[src/rtl/mt_thread_sel.sv]
module mt_thread_sel #(
  parameter int NTHR = 4,
  parameter int PCW = 32,
  parameter logic [PCW-1:0] PC_STRIDE = 'h1000,
  localparam int TIDW = (NTHR > 1) ? $clog2(NTHR) : 1
) (
  input  logic                clk,
  input  logic                rst_n,
  input  logic                coarse_mode,
  input  logic [NTHR-1:0]     stall,
  input  logic                lstall_valid,
  input  logic [TIDW-1:0]     lstall_tid,
  input  logic [NTHR-1:0]     redir_valid,
  input  logic [NTHR*PCW-1:0] redir_pc,
  input  logic                pref_en,
  input  logic [TIDW-1:0]     pref_tid,
  output logic                sel_valid,
  output logic [TIDW-1:0]     sel_tid,
  output logic [PCW-1:0]      sel_pc,
  output logic                flush
);

  logic [PCW-1:0]  pc_q [NTHR];
  logic [NTHR-1:0] lpend_q, ev, ready;
  logic [TIDW-1:0] rr_q, cur_q, cand;
  logic            flush_q, any_ready, pref_ok, do_switch;

  function automatic logic [TIDW-1:0] rr_pick(input logic [NTHR-1:0] rdy, input int base);
    logic [TIDW-1:0] res;
    res = '0;
    for (int k = NTHR - 1; k >= 0; k--) begin
      if (rdy[(base + k) % NTHR]) res = TIDW'((base + k) % NTHR);
    end
    return res;
  endfunction

  for (genvar i = 0; i < NTHR; i++) begin : g_ev
    assign ev[i] = lstall_valid && (lstall_tid == TIDW'(i));
  end

  assign ready     = ~(stall | lpend_q | ev);
  assign any_ready = |ready;
  assign pref_ok   = pref_en && ready[pref_tid];
  assign cand      = pref_ok ? pref_tid
                   : rr_pick(ready, coarse_mode ? int'(cur_q) + 1 : int'(rr_q));
  assign do_switch = coarse_mode && !flush_q && (lpend_q[cur_q] || ev[cur_q]) && any_ready;

  assign sel_valid = coarse_mode ? (!flush_q && ready[cur_q]) : any_ready;
  assign sel_tid   = coarse_mode ? cur_q : cand;
  assign sel_pc    = pc_q[sel_tid];
  assign flush     = flush_q;

  always_ff @(posedge clk) begin
    if (!rst_n) begin
      flush_q <= 1'b0;
      cur_q   <= '0;
      rr_q    <= '0;
      lpend_q <= '0;
    end else begin
      flush_q <= do_switch;
      lpend_q <= ev | (lpend_q & stall);
      if (do_switch || (!coarse_mode && any_ready)) cur_q <= cand;
      if (!coarse_mode && any_ready)
        rr_q <= (int'(cand) == NTHR - 1) ? '0 : cand + 1'b1;
    end
  end

  for (genvar i = 0; i < NTHR; i++) begin : g_pc
    always_ff @(posedge clk) begin
      if (!rst_n) pc_q[i] <= PCW'(i) * PC_STRIDE;
      else if (redir_valid[i]) pc_q[i] <= redir_pc[i*PCW +: PCW];
      else if (sel_valid && sel_tid == TIDW'(i)) pc_q[i] <= pc_q[i] + PCW'(4);
    end

    p_redir_load_r10: assert property (@(posedge clk) disable iff (!rst_n)
      redir_valid[i] |=> pc_q[i] == $past(redir_pc[i*PCW +: PCW]));
    p_pc_step_r10: assert property (@(posedge clk) disable iff (!rst_n)
      sel_valid && sel_tid == TIDW'(i) && !redir_valid[i] |=> pc_q[i] == $past(sel_pc) + PCW'(4));
  end

  p_flush_no_valid_r8: assert property (@(posedge clk) disable iff (!rst_n)
    flush |-> !sel_valid);
  p_flush_pulse_r8: assert property (@(posedge clk) disable iff (!rst_n)
    flush |=> !flush);
  p_pick_eligible_r3: assert property (@(posedge clk) disable iff (!rst_n)
    sel_valid |-> !stall[sel_tid] && !lpend_q[sel_tid]);
  p_all_blocked_r4: assert property (@(posedge clk) disable iff (!rst_n)
    !coarse_mode && (&stall) |-> !sel_valid);
  p_ptr_hold_r4: assert property (@(posedge clk) disable iff (!rst_n)
    !coarse_mode && (&stall) |=> rr_q == $past(rr_q));
  p_pref_wins_r5: assert property (@(posedge clk) disable iff (!rst_n)
    !coarse_mode && pref_en && !stall[pref_tid] && !lpend_q[pref_tid] && !(lstall_valid && lstall_tid == pref_tid)
    |-> sel_valid && sel_tid == pref_tid);
  p_coarse_hold_r6: assert property (@(posedge clk) disable iff (!rst_n)
    coarse_mode && sel_valid |=> !(coarse_mode && sel_valid && sel_tid != $past(sel_tid)));

endmodule

[config.mk]
export PLATFORM = sky130hd
export DESIGN_NAME = mt_thread_sel
export DESIGN_NICKNAME = d
export VERILOG_FILES = /design/src/rtl/mt_thread_sel.sv
export SDC_FILE = /design/constraint.sdc
export NUM_CORES = 1
export LEC_CHECK = 0
export ABC_CLOCK_PERIOD_IN_PS = 8500
export BUFFER_PORTS_ARGS = -buffer_cell sky130_fd_sc_hd__buf_2
export CAP_MARGIN = 40
export CORE_MARGIN = 4
export CORE_UTILIZATION = 61
export DETAILED_ROUTE_END_ITERATION = 8
export MAX_ROUTING_LAYER = met4
export PLACE_DENSITY = 0.95
export SETUP_SLACK_MARGIN = 0.5
export SYNTH_ARGS = -nofsm -noshare
export SYNTH_HDL_FRONTEND = slang
export SYNTH_SLANG_ARGS = --single-unit
[constraint.sdc]
create_clock -name clk -period 8.5 [get_ports clk]
set_input_delay 1.275 -clock clk [delete_from_list [all_inputs] [get_ports clk]]
set_output_delay 1.275 -clock clk [all_outputs]
set_load 0.05 [all_outputs]
## Yosys cells after proc, flatten, opt, wreduce, memory -nomap -nowiden

Memories as Yosys holds them, arrays and structs flattened.
Cells that the tools add are included.

| word-level totals | value |
|---|---|
| flip-flop bits (word level) | 9 |
| memory bits (writable) | 128 |
| word-level logic and storage cells | 135 |
| output and inout port bits | 36 |
| input port bits | 145 |
| memories kept | 1 |

| operators by class | value |
|---|---|
| bitwise gates (word level) | 17 |
| equality and inequality tests | 7 |
| reduce and logical (&&, ||, !) cells | 25 |
| multiplexer cells | 66 |
| $add $sub $neg | 9 |
| $lt $le $gt $ge | 6 |

Memories:

| name | depth | width | read ports | clocked after Yosys merged registers in | write ports | RTL line | source |
|---|---|---|---|---|---|---|---|
| pc_q | 4 | 32 | 5 | 0 | 4 | 23 | `logic [PCW-1:0] pc_q [NTHR];` |

Operators by type and width:

| cell | count |
|---|---|
| 32-bit 2-to-1 mux | 8 |
| 32-bit by 3-bit adder with 32-bit output (second input constant) | 4 |
| 1-bit 2-to-1 mux | 42 |
| 1-bit binary-select mux with 2-bit select | 8 |
| 3-bit by 4-bit < comparator with 1-bit output (second input constant) | 4 |
| 2-bit 2-to-1 mux | 8 |
| 1-bit logical AND | 14 |
| 4-bit OR | 3 |
| 2-bit equality test (second input constant) | 4 |
| 1-bit OR | 8 |
| 2-bit OR reduction | 4 |
| 2-bit by 1-bit adder with 2-bit output (second input constant) | 3 |
| 2-bit by 1-bit equality test with 1-bit output (second input constant) | 3 |
| 2-bit by 3-bit < comparator with 1-bit output (second input constant) | 2 |
| 2-bit adder (second input constant) | 2 |
| 1-bit AND (first input constant) | 4 |
| 4-bit AND | 1 |
| 2-bit zero test | 2 |
| 4-bit inverter | 1 |
| 4-bit OR reduction | 1 |
| 1-bit zero test | 2 |
| 1-bit logical OR | 2 |

## Depth between registers and ports, before layout

| logic depth | value |
|---|---|
| depth in word-level cells | 21 |
| depth in mapped cells | 11 |

## Least setup slack after synthesis

No wires, ideal clock.

| timing path | value |
|---|---|
| path type | input-to-reg |
| start | in coarse_mode |
| end | mem pc_q[2][10], enable pin |
| arrival time | 5049 ps |
| setup slack | 2992 ps |
| path buffers | 1 |
| library setup time | 459 ps |
| stages | 7 |
| data required time | 8041 ps |
| cell sequence | or3_1 a2111oi_1 a211oi_2 a21oi_2 clkbuf_1 nand2_1 o21ai_0 |

RTL lines:

| what | RTL line | source |
|---|---|---|
| start: declaration | 9 | `input logic coarse_mode,` |
| end: declaration | 23 |  |

## Final worst setup path

| timing path | value |
|---|---|
| start | in lstall_tid[0] |
| end | out sel_pc[26] |

| between the ends | value |
|---|---|
| cells in the longest elaborated chain, start to end | 14 |
| elaborated cells between the ends (all ways) | 32 |
| classes of those cells | eq/ne (3); mux (20); bitwise (2); reduce/logical (6); memory (1) |

RTL lines:

| what | RTL line | source |
|---|---|---|
| start: declaration | 12 | `input logic [TIDW-1:0] lstall_tid,` |
| 2-bit by 1-bit equality test with 1-bit output, or another cell as far along | 38 | `assign ev[i] = lstall_valid && (lstall_tid == TIDW'(i));` |
| 1-bit logical AND | 38 |  |
| 4-bit OR (*) | 41 | `assign ready = ~(stall \| lpend_q \| ev);` |
| 4-bit inverter (*) | 41 |  |
| 1-bit binary-select mux with 2-bit select | 32 | `if (rdy[(base + k) % NTHR]) res = TIDW'((base + k) % NTHR);` |
| 1-bit 2-to-1 mux (not written as such) (2 in series) | 32 |  |
| 2-bit 2-to-1 mux (4 in series) | 32 |  |
| 2-bit 2-to-1 mux (*) | 44 | `assign cand = pref_ok ? pref_tid` |
| 2-bit 2-to-1 mux (*) | 49 | `assign sel_tid = coarse_mode ? cur_q : cand;` |
| memory 4 x 32 bit (*) | - |  |
| end: declaration | 19 | `output logic [PCW-1:0] sel_pc,` |

Mark *: on every way between the ends. The rest lies on a longest branch, timed or not. The select of a mux whose other input is x is not followed.

==> impl_results.md <==
- Post-synth EDFFs: 128
- Max Cap Viol: 0
- Req. time, crit path: 7.22 ns
- Worst EP arrival: 4.54 ns
- Min-delay worst type: reg -> reg
- Synth area leader: edfxtp_1
- Multi-input gate area: 5325 µm²
- Fin nets: 1396
- Met3 usage: 0.07089
- Reg clk slew, reported paths: 0.06 ns
- Peak Freq: 172.1 MHz
- Io pins: 181
- Post-synth top area share: 0.3963
- Seq pwr share: 0.397
- Die footprint: 17980 µm²
- Sequential-to-total area share from yosys stat: 0.4149
- Via/cell ratio: 6.502
- Initial core utilization: 0.6309
- # Post-CTS Setup Buffers: 0
- Number of remaining DRC errors: 0
- Core area: 15370 µm²
- Initial DRC Count: 1648
- CP peak stage delay: 0.57 ns
- Total global routing overflow: 0
- CP cell instances: buf_2 > a311oi_2 > a22oi_1 > o21ai_0 > o21ai_0 > and2_1 > buf_4 > inv_2 > nand2_1 > a22oi_1 > buf_2
- Final Non-Filler Cells: 1471
- # setup viols final: 0
- P_sw: 864.8 µW
- Critical Path End Type: output port
- FF/Latch Area: 4025 µm²
- Slew Limit Fails: 0
- Synth unique cells: 54
- Antenna violations before repair: 0
- Crit path max fanout: 35
- Min Tclk post-route: 5.811 ns
- RePlAce Congestion: 1.022
- Pint: 1472 µW
- RSZ-0062 raised after global routing: false
- Setup TNS: 0 ns
- Endpoints failing hold: 0
- WL per Instance: 20.15 µm
- Met2 Track Usage GR: 0.4806
- Worst slew margin: 0.4980
- Port Buf Inserts: 180
- Hpwl dp: 21400 µm
- Cts repair resizes: 0
- Top_reg_cell synth: edfxtp_1
- Logic pwr share: 0.288
- CP Launch Type: primary input
- First-pass GRT wire length: 46020 µm
- M1 GR Usage: 0.4767
- Layout cells sized above 1: 0.2198
- Mapped cell area: 9698 µm²
- CP max-delay cell: a311oi_2
- Top Usage Layer GRT: met2
- Worst-case vdd ir drop: 0.0001732 V
- Mapped Nets: 1251
- Final period util: 0.6837
- Clock power frac: 0.315
- CTS max path bufs: 2
- Number of global-route vias before repair: 8655
- Net Sw Frac: 0.3700
- Row count: 45
- Pre-Repair DR Iteration Count: 9
- PD cells: 205.3 nW/µm²
- Worst Max-Slew Pin Slew: 0.7531 ns
- Final ANT Viol Nets: 0
- CTS sink cnt: 137
- Fill cells: 1078
- CTS H-tree lvls: 4
- Routed Wire Length: 29640 µm
- Asr flop ratio synth: 0
- Leak: 0.004342 µW
- Clock skew: 0.007986 ns
- Avg Cell Area, Syn: 8.800 µm²
- Clk root buf: clkbuf_16
- Cells after synthesis: 1102
- Pin count of the biggest net entering global routing: 73
- Clk_lat worst skew: 0.43 ns
- CTS buffer count: 17
- Die Ht: 134.1 µm
- Die Wd: 134.1 µm
- Synthesized flop and latch total: 137
- Layout area overhead: 17.37%
- Ant diodes: 0
- Hold Buf Count CTS: 0
- CP top delay family: compound AO/OA/AOI/OAI gates
- Placed Cells: 1439
- Vias: 9564
- WS Path Type: in -> out
- CTS tree: yes
- Warnings, synthesis: 0
- Top cells by area, synth: edfxtp_1 40%, nand2_1 8.0%, xor2_1 7.3%
- Crit path buffers/inverters: 4
- GRT Overall Usage: 0.3341
- Status: complete, no violations
[Yosys cell counts (3+ instances only)]
| master | n |
|---|---|
| a21boi_0 | 4 |
| a21oi_1 | 40 |
| a221oi_1 | 32 |
| a22oi_1 | 33 |
| a31o_2 | 33 |
| and2_1 | 9 |
| and3_1 | 31 |
| and4_1 | 8 |
| buf_1 | 5 |
| buf_2 | 26 |
| clkbuf_1 | 42 |
| dfxtp_1 | 9 |
| edfxtp_1 | 128 |
| ha_1 | 4 |
| inv_1 | 18 |
| mux2i_1 | 34 |
| nand2_1 | 207 |
| nand2b_1 | 3 |
| nand3_1 | 50 |
| nand3b_1 | 5 |
| nand4_1 | 21 |
| nor2_1 | 60 |
| nor2b_1 | 8 |
| nor3_1 | 12 |
| o21ai_0 | 6 |
| o21ai_1 | 118 |
| or3_1 | 7 |
| xnor2_1 | 33 |
| xor2_1 | 81 |
[registers in the layout, indices dropped and copies added, names as in the netlist]
| register | cells |
|---|---|
| rr_q | 2 |
| pc_q | 128 |
| cur_q | 2 |
| flush | 1 |
| lpend_q | 4 |
[metrics by stage]
step           utilization  worst slack [ns]  power [µW]  instance area [µm²]  hold WS (ns)
6_report            0.7405             2.689        2337                11380        0.4997
5_1_grt             0.7405             2.469        2416                11380        0.5471
4_1_cts             0.7405             2.802        2316                11380        0.4967
3_5_place_dp        0.7031             2.855        1591                10810        0.4917
3_3_place_gp        0.6946             2.886        1570                10680        0.4838
2_1_floorplan            -             2.992        1385                 9698        0.4576
[worst reg2reg max path, cell delays in order (launching register included)]
cell	delay [ns]
dfxtp_1	0.33
a311oi_2	0.49
a22oi_1	0.22
o21ai_0	0.35
o21ai_0	0.24
and2_1	0.22
buf_4	0.24
inv_2	0.56
nand4_1	0.16
buf_4	0.29
a2bb2oi_1	0.18
[placed cells by master, fill, tap and decap left out, types with 7 or more instances in the layout]
cell type / Yosys / routed
mux2i_1: 34 / 34
nand3_1: 50 / 50
edfxtp_1: 128 / 128
a31o_2: 33 / 33
and4_1: 8 / 8
nor3_1: 12 / 12
xor2_1: 81 / 81
and3_1: 31 / 31
o21ai_1: 118 / 117
a21oi_1: 40 / 39
or3_1: 7 / 7
and2_1: 9 / 9
nor2_1: 60 / 59
dfxtp_1: 9 / 8
nand2_1: 207 / 207
inv_1: 18 / 18
buf_2: 26 / 180
clkbuf_16: 0 / 17
a221oi_1: 32 / 32
nor2b_1: 8 / 8
a22oi_1: 33 / 33
xnor2_1: 33 / 33
buf_4: 0 / 12
nand4_1: 21 / 21
[final timing paths]
path,slack [ns],cells after the start,startpoint,to
setup / recovery,2.69,11,lstall_tid[0],sel_pc[26]
hold / removal,0.50,2,rr_q[1],rr_q[1]
setup reg to reg,4.97,10,lpend_q[3],pc_q[2][13]
hold reg to reg,0.50,2,rr_q[1],rr_q[1]
[per-layer routing]
| metal | vias up | part of all wire |
|---|---|---|
| met5 | - | 0 |
| met4 | 0 | 0.029 |
| met3 | 84 | 0.15 |
| met2 | 774 | 0.44 |
| met1 | 4380 | 0.38 |
| li1 | 4326 | - |
[power groups by stage]
stage	Combinational (µW)	Sequential (µW)	Clock, µW
floorplan	496	889	0
global placement	643	928	0
detailed placement	661	930	0
CTS	666	919	731
global route	717	933	766
finish	674	928	736
[cells by family after synthesis]
family | count (synthesis) | share of synthesized area
simple gates | 428 | 0.2029
compound gates | 291 | 0.1965
flops | 137 | 0.4149
xor+xnor | 114 | 0.1030
buf+inv | 92 | 0.03896
mux | 36 | 0.03858
fa+ha+maj | 4 | 0.005161
[cell type report]
type                    count  share of cell area
clock buffers              21             0.03957
clock inverters            11             0.01099
inverters                  19            0.006266
multi-input cells         873              0.4678
flip-flops and latches    137              0.3536
well taps                 211             0.02319
repair buffers            199             0.09849
No activity file was read; power rests on OpenSTA's default activity.
